## src/rtl/irq_cause_pkg.sv

```systemverilog
package irq_cause_pkg;
  localparam int unsigned EXT_EVT_N = 14;
  localparam int unsigned REG_W     = 32;
  localparam int unsigned LANE_N    = 4;
  localparam int unsigned LADDR_W   = 2;

  typedef enum logic {
    SEL_CAUSE = 1'b0,
    SEL_MASK  = 1'b1
  } reg_sel_e;
endpackage

```

## src/rtl/irq_rst_sync.sv

```systemverilog
module irq_rst_sync (
  input  logic clk,
  input  logic arst_n,
  output logic srst_n
);
  logic [1:0] sync_q;

  always_ff @(posedge clk or negedge arst_n) begin
    if (!arst_n) sync_q <= 2'b00;
    else         sync_q <= {sync_q[0], 1'b1};
  end

  assign srst_n = sync_q[1];
endmodule

```

## src/rtl/irq_be_check.sv

```systemverilog
module irq_be_check #(
  parameter int unsigned LANES = 4,
  parameter int unsigned AW    = 2
) (
  input  logic             clk,
  input  logic             rst_n,
  input  logic             acc_i,
  input  logic [AW-1:0]    addr_i,
  input  logic [LANES-1:0] be_i,
  output logic             abort_o
);
  logic [LANES-1:0] below_mask;
  logic             lower_clear;
  logic             lane_hit;
  logic             legal;

  always_comb begin
    below_mask = '0;
    for (int k = 0; k < LANES; k++) begin
      if (k < int'(addr_i)) below_mask[k] = 1'b1;
    end
  end

  assign lower_clear = (be_i & below_mask) == '0;
  assign lane_hit    = be_i[addr_i];
  assign legal       = (addr_i == '0) || (lane_hit && lower_clear);
  assign abort_o     = acc_i && !legal;


  addr_zero_legal_chk: assert property (@(posedge clk) disable iff (!rst_n)
    (acc_i && addr_i == '0) |-> !abort_o);


  idle_no_abort_chk: assert property (@(posedge clk) disable iff (!rst_n)
    !acc_i |-> !abort_o);
endmodule

```

## src/rtl/irq_first_capture.sv

```systemverilog
module irq_first_capture #(
  parameter int unsigned STAT_W = 15
) (
  input  logic              clk,
  input  logic              rst_n,
  input  logic [STAT_W-1:0] ev_i,
  input  logic [STAT_W-1:0] clr_i,
  output logic [STAT_W-1:0] status_o
);
  logic [STAT_W:0]   seen_lower;
  logic [STAT_W-1:0] winner;
  logic [STAT_W-1:0] kept;
  logic [STAT_W-1:0] status_d;
  logic [STAT_W-1:0] status_q;
  logic              status_en;
  logic              ev_any;

  assign seen_lower[0] = 1'b0;
  for (genvar i = 0; i < STAT_W; i++) begin : g_prio
    assign winner[i]       = ev_i[i] & ~seen_lower[i];
    assign seen_lower[i+1] = seen_lower[i] | ev_i[i];
  end
  assign ev_any = seen_lower[STAT_W];

  always_comb begin
    kept     = status_q & ~clr_i;
    status_d = kept;
    if (kept == '0 && ev_any) status_d = winner;
    status_en = (clr_i != '0) || (kept == '0 && ev_any);
  end

  always_ff @(posedge clk or negedge rst_n) begin
    if (!rst_n)         status_q <= '0;
    else if (status_en) status_q <= status_d;
  end

  assign status_o = status_q;


  single_cause_chk: assert property (@(posedge clk) disable iff (!rst_n)
    $onehot0(status_q));


  hold_cause_chk: assert property (@(posedge clk) disable iff (!rst_n)
    (status_q != '0 && clr_i == '0) |=> $stable(status_q));


  capture_empty_chk: assert property (@(posedge clk) disable iff (!rst_n)
    ((status_q & ~clr_i) == '0 && ev_i != '0) |=> $countones(status_q) == 1);
endmodule

```

## src/rtl/irq_mask_gen.sv

```systemverilog
module irq_mask_gen #(
  parameter int unsigned STAT_W = 15
) (
  input  logic              clk,
  input  logic              rst_n,
  input  logic              mask_we_i,
  input  logic [STAT_W-1:0] mask_d_i,
  input  logic [STAT_W-1:0] status_i,
  output logic [STAT_W-1:0] mask_o,
  output logic              irq_o
);
  logic [STAT_W-1:0] mask_q;
  logic              irq_d;
  logic              irq_q;

  always_comb begin
    irq_d = |(status_i & mask_q);
  end

  always_ff @(posedge clk or negedge rst_n) begin
    if (!rst_n)         mask_q <= '0;
    else if (mask_we_i) mask_q <= mask_d_i;
  end

  always_ff @(posedge clk or negedge rst_n) begin
    if (!rst_n) irq_q <= 1'b0;
    else        irq_q <= irq_d;
  end

  assign mask_o = mask_q;
  assign irq_o  = irq_q;


  masked_quiet_chk: assert property (@(posedge clk) disable iff (!rst_n)
    ((status_i & mask_q) == '0) |=> !irq_o);


  irq_needs_cause_chk: assert property (@(posedge clk) disable iff (!rst_n)
    irq_o |-> $past(status_i != '0));
endmodule

```

## src/rtl/irq_cause_top.sv

```systemverilog
module irq_cause_top
  import irq_cause_pkg::*;
#(
  parameter int unsigned EVT_N  = EXT_EVT_N,
  parameter int unsigned DATA_W = REG_W
) (
  input  logic              clk,
  input  logic              rst_n,
  input  logic [EVT_N-1:0]  evt_i,
  input  logic              io_acc_i,
  input  logic [1:0]        io_addr_i,
  input  logic [3:0]        io_be_i,
  input  logic              reg_wr_i,
  input  logic              reg_sel_i,
  input  logic [DATA_W-1:0] reg_wdata_i,
  output logic [DATA_W-1:0] reg_rdata_o,
  output logic              irq_o
);
  localparam int unsigned STAT_W = EVT_N + 1;

  logic              srst_n;
  logic              ta_ev;
  logic [STAT_W-1:0] cause_ev;
  logic [STAT_W-1:0] clr_bits;
  logic [STAT_W-1:0] status;
  logic [STAT_W-1:0] mask;
  logic              mask_we;
  reg_sel_e          sel;
  logic              unused_hi;

  assign sel       = reg_sel_e'(reg_sel_i);
  assign unused_hi = ^reg_wdata_i[DATA_W-1:STAT_W];

  irq_rst_sync u_sync (
    .clk    (clk),
    .arst_n (rst_n),
    .srst_n (srst_n)
  );

  irq_be_check #(.LANES(LANE_N), .AW(LADDR_W)) u_be (
    .clk     (clk),
    .rst_n   (srst_n),
    .acc_i   (io_acc_i),
    .addr_i  (io_addr_i),
    .be_i    (io_be_i),
    .abort_o (ta_ev)
  );

  assign cause_ev = {ta_ev, evt_i};

  always_comb begin
    clr_bits = '0;
    if (reg_wr_i && sel == SEL_CAUSE) clr_bits = reg_wdata_i[STAT_W-1:0];
    mask_we  = reg_wr_i && sel == SEL_MASK;
  end

  irq_first_capture #(.STAT_W(STAT_W)) u_cap (
    .clk      (clk),
    .rst_n    (srst_n),
    .ev_i     (cause_ev),
    .clr_i    (clr_bits),
    .status_o (status)
  );

  irq_mask_gen #(.STAT_W(STAT_W)) u_irq (
    .clk       (clk),
    .rst_n     (srst_n),
    .mask_we_i (mask_we),
    .mask_d_i  (reg_wdata_i[STAT_W-1:0]),
    .status_i  (status),
    .mask_o    (mask),
    .irq_o     (irq_o)
  );

  always_comb begin
    reg_rdata_o = '0;
    if (sel == SEL_MASK) reg_rdata_o[STAT_W-1:0] = mask;
    else                 reg_rdata_o[STAT_W-1:0] = status;
  end


  reserved_zero_chk: assert property (@(posedge clk) disable iff (!srst_n)
    reg_rdata_o[DATA_W-1:STAT_W] == '0);
endmodule

```

## config.mk

```make
export PLATFORM = sky130hd
export DESIGN_NAME = irq_cause_top
export DESIGN_NICKNAME = d
export VERILOG_FILES = /design/src/rtl/irq_cause_pkg.sv /design/src/rtl/irq_rst_sync.sv /design/src/rtl/irq_be_check.sv /design/src/rtl/irq_first_capture.sv /design/src/rtl/irq_mask_gen.sv /design/src/rtl/irq_cause_top.sv
export SDC_FILE = /design/constraint.sdc
export NUM_CORES = 1
export LEC_CHECK = 0
export BUFFER_PORTS_ARGS = -buffer_cell sky130_fd_sc_hd__buf_2
export CAP_MARGIN = 20
export CORE_MARGIN = 2
export CORE_UTILIZATION = 47
export CTS_CLUSTER_DIAMETER = 150
export DETAILED_ROUTE_END_ITERATION = 10
export PLACE_DENSITY = 0.8
export SLEW_MARGIN = 0
export SYNTH_ARGS = -nofsm -noshare
export SYNTH_HDL_FRONTEND = slang
export SYNTH_SLANG_ARGS = --single-unit
export TNS_END_PERCENT = 5
```

## constraint.sdc

```tcl
create_clock -name clk -period 2.69 [get_ports clk]
set_input_delay 0.6725 -clock clk [delete_from_list [all_inputs] [get_ports clk]]
set_output_delay 0.6725 -clock clk [all_outputs]
set_load 0.01 [all_outputs]
```

======== After elaboration in Yosys (flattened, before gate mapping) ========
Index checks and enable logic that the tools add are counted.
storage, ports and cells
  register bits ........................... 33
  input bits .............................. 57
  output and inout bits ................... 33
  word-level logic and storage cells ...... 76
cells by class
  $lt $le $gt $ge ......................... 4
  muxes and demuxes ....................... 8
  bitwise gates (word level) .............. 47
  reduce and logical (&&, ||, !) cells .... 13
operator list
  cell                number
  $mux 15             3
  $and 15x15->15      2
  $logic_not 15->1    1
  $not 1->1           15
  $not 15->15         1
  $reduce_bool 15->1  1
  $reduce_or 15->1    1
  $and 1x1->1         14
  $or 1x1->1          14
  $logic_and 1x1->1   5
  $and 4x3->4         1
  $logic_not 4->1     1
  $lt 1x2->1 const A  2
  $mux 1              4
  $lt 2x3->1 const B  1
  $bmux 1 s2          1
  $logic_not 2->1     1
  $logic_or 1x1->1    2
  $lt 2x2->1 const A  1
  $logic_not 1->1     1

======== Longest topological paths before layout ========
  word-level depth ........................ 16
  mapped depth ............................ 6
  depth with buffers taken out ............ 5

======== Modules after synthesis ========
Synthesis repeated with hierarchy kept, for this count alone.
second synthesis, totals
  cell total of the unflattened synthesis .. 186
  area, all modules ....................... 2,139.6 µm²
by module, submodules not included
  module             times used  cells each  area each (µm²)  seq. area each (µm²)
  irq_first_capture  1           80          829.5            375.4
  irq_mask_gen       1           42          699.4            400.4
  irq_cause_top      1           53          506.7            0.0
  irq_rst_sync       1           3           53.8             50.0
  irq_be_check       1           8           50.0             0.0

======== Least setup slack after synthesis ========
No wires, ideal clock.
  path type ............................... input to output
  from .................................... input reg_sel_i
  to ...................................... output reg_rdata_o[10]
  data arrival time ....................... 1,701 ps
  required time ........................... 2,017 ps
  path slack .............................. 316 ps
  cell stages on the path ................. 3
  buffers on the path ..................... 2
  cell sequence ........................... clkbuf_1 > clkbuf_1 > mux2_2
on the way
  longest elaborated chain between the ends .. 1
RTL lines
  item             RTL line             RTL
  start, declared  irq_cause_top.sv:14  input logic reg_sel_i,
  $mux 15          irq_cause_top.sv:77  if (sel == SEL_MASK) reg_rdata_o[STAT_W-1:0] = mask;
  end, declared    irq_cause_top.sv:16  output logic [DATA_W-1:0] reg_rdata_o,
Every way passes these cells.

======== Worst setup path in the final report ========
  from .................................... input reg_sel_i
  to ...................................... output reg_rdata_o[12]
The elaborated chain is that of the path after synthesis.

==> results.md <==
- The overall die area is 0.00468 sq mm.
- The number of fillers in the final layout is ~360.
- The mean number of vias per cell is 5.67.
- Along the worst path, the maximum fanout reaches 20.
- The count of placed standard cells including taps is 272.
- The largest area contributor in the synthesized netlist is sky130_fd_sc_hd__dfrtp_1.
- The final cycle utilization of the critical path is 0.884.
- The clock tree from TritonCTS is yes.
- At the later pin of the worst-skew pair, clock insertion delay measures 0.29 ns.
- Yosys mapped a number of flops with a built-in enable equal to 0.
- The maximum clock skew at final layout is between 0.008 and 0.009 ns.
- The share of synthesized area in the top cell type comes to 0.423.
- The number of gates resized after CTS was 0.
- Across the run, the number of max-cap violations was 0.
- Sorting the synthesized cells by how often they occur yields 33 x sky130_fd_sc_hd__dfrtp_1, 30 x sky130_fd_sc_hd__mux2_2, 17 x sky130_fd_sc_hd__buf_4.
- In this run the tool buffered the top-level ports with 55 buffer cells.
- The depth of the most critical reg-to-reg path is 5.
- The region available for standard cell placement spans 0.00400 sq mm.
- The tightest hold path in the finished design has a slack of 0.161 ns.
- CTS saw 33 sinks.
- The arrival time at the worst endpoint is 1.71 ns.
- The number of vias after detailed routing is about 1600.
- The count of state elements after synthesis is 33.
- STA classifies the critical path endpoint as an output port.
- Once detail routing completed, the nets flagged for antenna violations numbered 0.
- The area growth from synthesis to layout is 19.1%.
- For this run, the post-layout net count is 286.
- Summed over all cells, the static leakage comes to 1.12 nW.
- Before antenna repair, the detailed router went through 4 iterations.
- For this design, the CTS-stage hold fixing added 0 buffers.
- Yosys mapped the design onto 40 distinct sky130hd cell types.
- The share of the Yosys chip area taken by registers is 0.423.
- The run finished with clean final reports.
- In the final routed layout, each cell accounts on average for between 15 and 20 um.
- In this run the cell area of the synthesized design comes to 0.00195 sq mm.
- The fraction of final layout cells with drive strength greater than 1 is 0.450.
- The worst setup path is launched from an input port.
- During I/O placement, the number of pins put on the boundary was 90.
- The smallest clock period supported by the final layout is computed as 2.38 ns.
- Entering global routing, the biggest net connects 32 pins.
- The global route total overflow is 0.
- The class of the tightest hold or removal check is input port to async pin.
- The width of the die is 68.4 um.
- The post-CTS setup-driven buffer insertion count is 0.
- The routability congestion estimate from global placement is 0.859.
- The number of design rule violations left after detail routing is 0.
- In this run, CTS created clock tree buffers numbering 5.
- The number of failing hold endpoints at the final stage is 0.
- The summed negative setup slack over all endpoints is 0 ns.
- The post-synthesis async set-or-reset flop share is 1.00.
- The initial standard-cell utilization of the core is 0.488.
- The slack of the worst reg-to-reg path is 0.98 ns.
- The overall die height is 68.4 um.
- After synthesis, the cell types taking the most area are sky130_fd_sc_hd__dfrtp_1 42%, sky130_fd_sc_hd__mux2_2 17%, sky130_fd_sc_hd__buf_4 6.5%.
- The clock tree buffer depth is 2.
- The ratio of total power to cell area is 652 mW/mm^2.
- The final setup slack of the worst path is 0.312 ns.
- The floorplan has 23 rows.
- The clock tree synthesis step divided the H-tree into 2 levels.
- The number of antenna violations at the first check in global routing is 0.
- The count of yosys warnings during synthesis is 0.
- In this run the critical register-to-register path is captured at u_cap.status_o[8].
- The type of the worst setup path is input port to output port.
- Timing analysis after detailed placement gives a worst setup slack of roughly 0.24 ns.
- The critical path required time is just over 2 ns.
- Setup violations remaining at the end of the flow were counted as 0.
- The highest attainable clock frequency is 421 MHz.
- Across the VDD grid, the largest voltage drop is 259 uV.
- In the post-synthesis netlist, the cell with the most instances is sky130_fd_sc_hd__dfrtp_1.
- The sum of net half-perimeters after detailed placement is 3.49 mm.
- After technology mapping, the gate count stands at roughly 170.
- The cell at the root of the clock tree is sky130_fd_sc_hd__clkbuf_8.
- The first global-routing pass estimated 7.07 mm of wire.
- After clock tree synthesis, the clock-pin slew on the worst setup and hold paths is about 0.06 ns.
- Excluding fillers, the count of instances in the completed layout stands at 279.
- The startpoint identified for the worst register-to-register timing path is u_cap.status_o[9].
- After the first detailed-routing iteration, the DRC count stood at 140.
- The max-slew violation count is 0.
- The number of global-route vias before repair is 1473.
- The leading register cell type out of synthesis is sky130_fd_sc_hd__dfrtp_1.
- Setup repair after global routing left no endpoint under its margin.
- A synthesized cell averages 11.6 sq um.
- The final layout contains routed wiring with a total length of 4.58 mm.
- The total routing usage reported by global routing is 0.210.
- The number of antenna diodes in the final layout is 0.
[sequential cells by signal (all words and copies together) (netlist names)]
name,cells
u_cap.status_o,15
u_irq.mask_o,15
u_sync.sync_q,2
u_irq.irq_o,1
[layout by cell type, fill, tap and decap left out, drive strengths merged, types with 2 or more instances in the layout]
cell type,netlist,final
and2,3,3
a222oi,2,2
dfrtp,33,33
a21boi,2,2
nor2b,2,2
and3,2,2
nor4,2,2
nand2,2,2
a22oi,9,9
a32o,8,8
nor3,3,3
nor2,5,5
or4,2,2
nor4b,2,2
conb,2,18
nand2b,2,2
clkbuf,3,7
inv,3,3
a21bo,2,2
a22o,2,2
buf,19,60
a41o,3,3
nand4,2,2
nand3b,13,13
mux2,30,30
[critical path, cell delays in order]
cell and delay (ns):
sky130_fd_sc_hd__buf_2 0.28, sky130_fd_sc_hd__buf_4 0.26, sky130_fd_sc_hd__mux2_2 0.35, sky130_fd_sc_hd__buf_2 0.14
[worst max-delay path by stage]
stage	start	to	slack [ns]	cells past startpoint
after floorplan	reg_sel_i	reg_rdata_o[10]	0.32	3
after global placement	reg_sel_i	u_cap.status_o[8]	0.25	7
after detailed placement	reg_sel_i	u_cap.status_o[8]	0.24	7
after CTS	reg_sel_i	reg_rdata_o[12]	0.30	4
after global routing	reg_sel_i	reg_rdata_o[11]	0.24	4
final	reg_sel_i	reg_rdata_o[12]	0.31	4
[layout make-up]
cell class / instances / area [sq um] / area share
clock buffers: 7 / 86.3 / 0.0371
inverters: 3 / 11.3 / 0.00484
flip-flops and latches: 33 / 826 / 0.355
repair buffers: 60 / 313 / 0.135
well taps: 50 / 62.6 / 0.0269
multi-input cells: 126 / 1030 / 0.441
[kinds of logic after synthesis]
logic type	synth area share
compound gates	0.166
buf+inv	0.0820
flops	0.423
mux	0.173
other cells	0.00385
simple gates	0.152
[power breakdown]
group	leakage [nW]	internal [mW]	switching, mW
sequential	0.414	0.580	0.0708
combinational	0.657	0.240	0.249
clock	0.0443	0.203	0.173
[per-layer routing]
layer / global-route usage / wire [um] / up-vias
li1: - / - / 741
met1: 0.280 / 2060 / 764
met2: 0.322 / 2150 / 69
met3: 0.0559 / 285 / 9
met4: 0.0825 / 87 / 0
met5: 0 / 0 / -
[metrics by stage]
stage | utilization | cell area (sq um) | power (mW)
3_5_place_dp | 0.560 | 2240 | 1.15
3_3_place_gp | 0.560 | 2240 | 1.13
6_report | 0.581 | 2320 | 1.52
2_1_floorplan | - | 2010 | 0.985
4_1_cts | 0.581 | 2320 | 1.52
5_1_grt | 0.581 | 2320 | 1.60
Note: power is estimated with default switching activity, not from simulation.
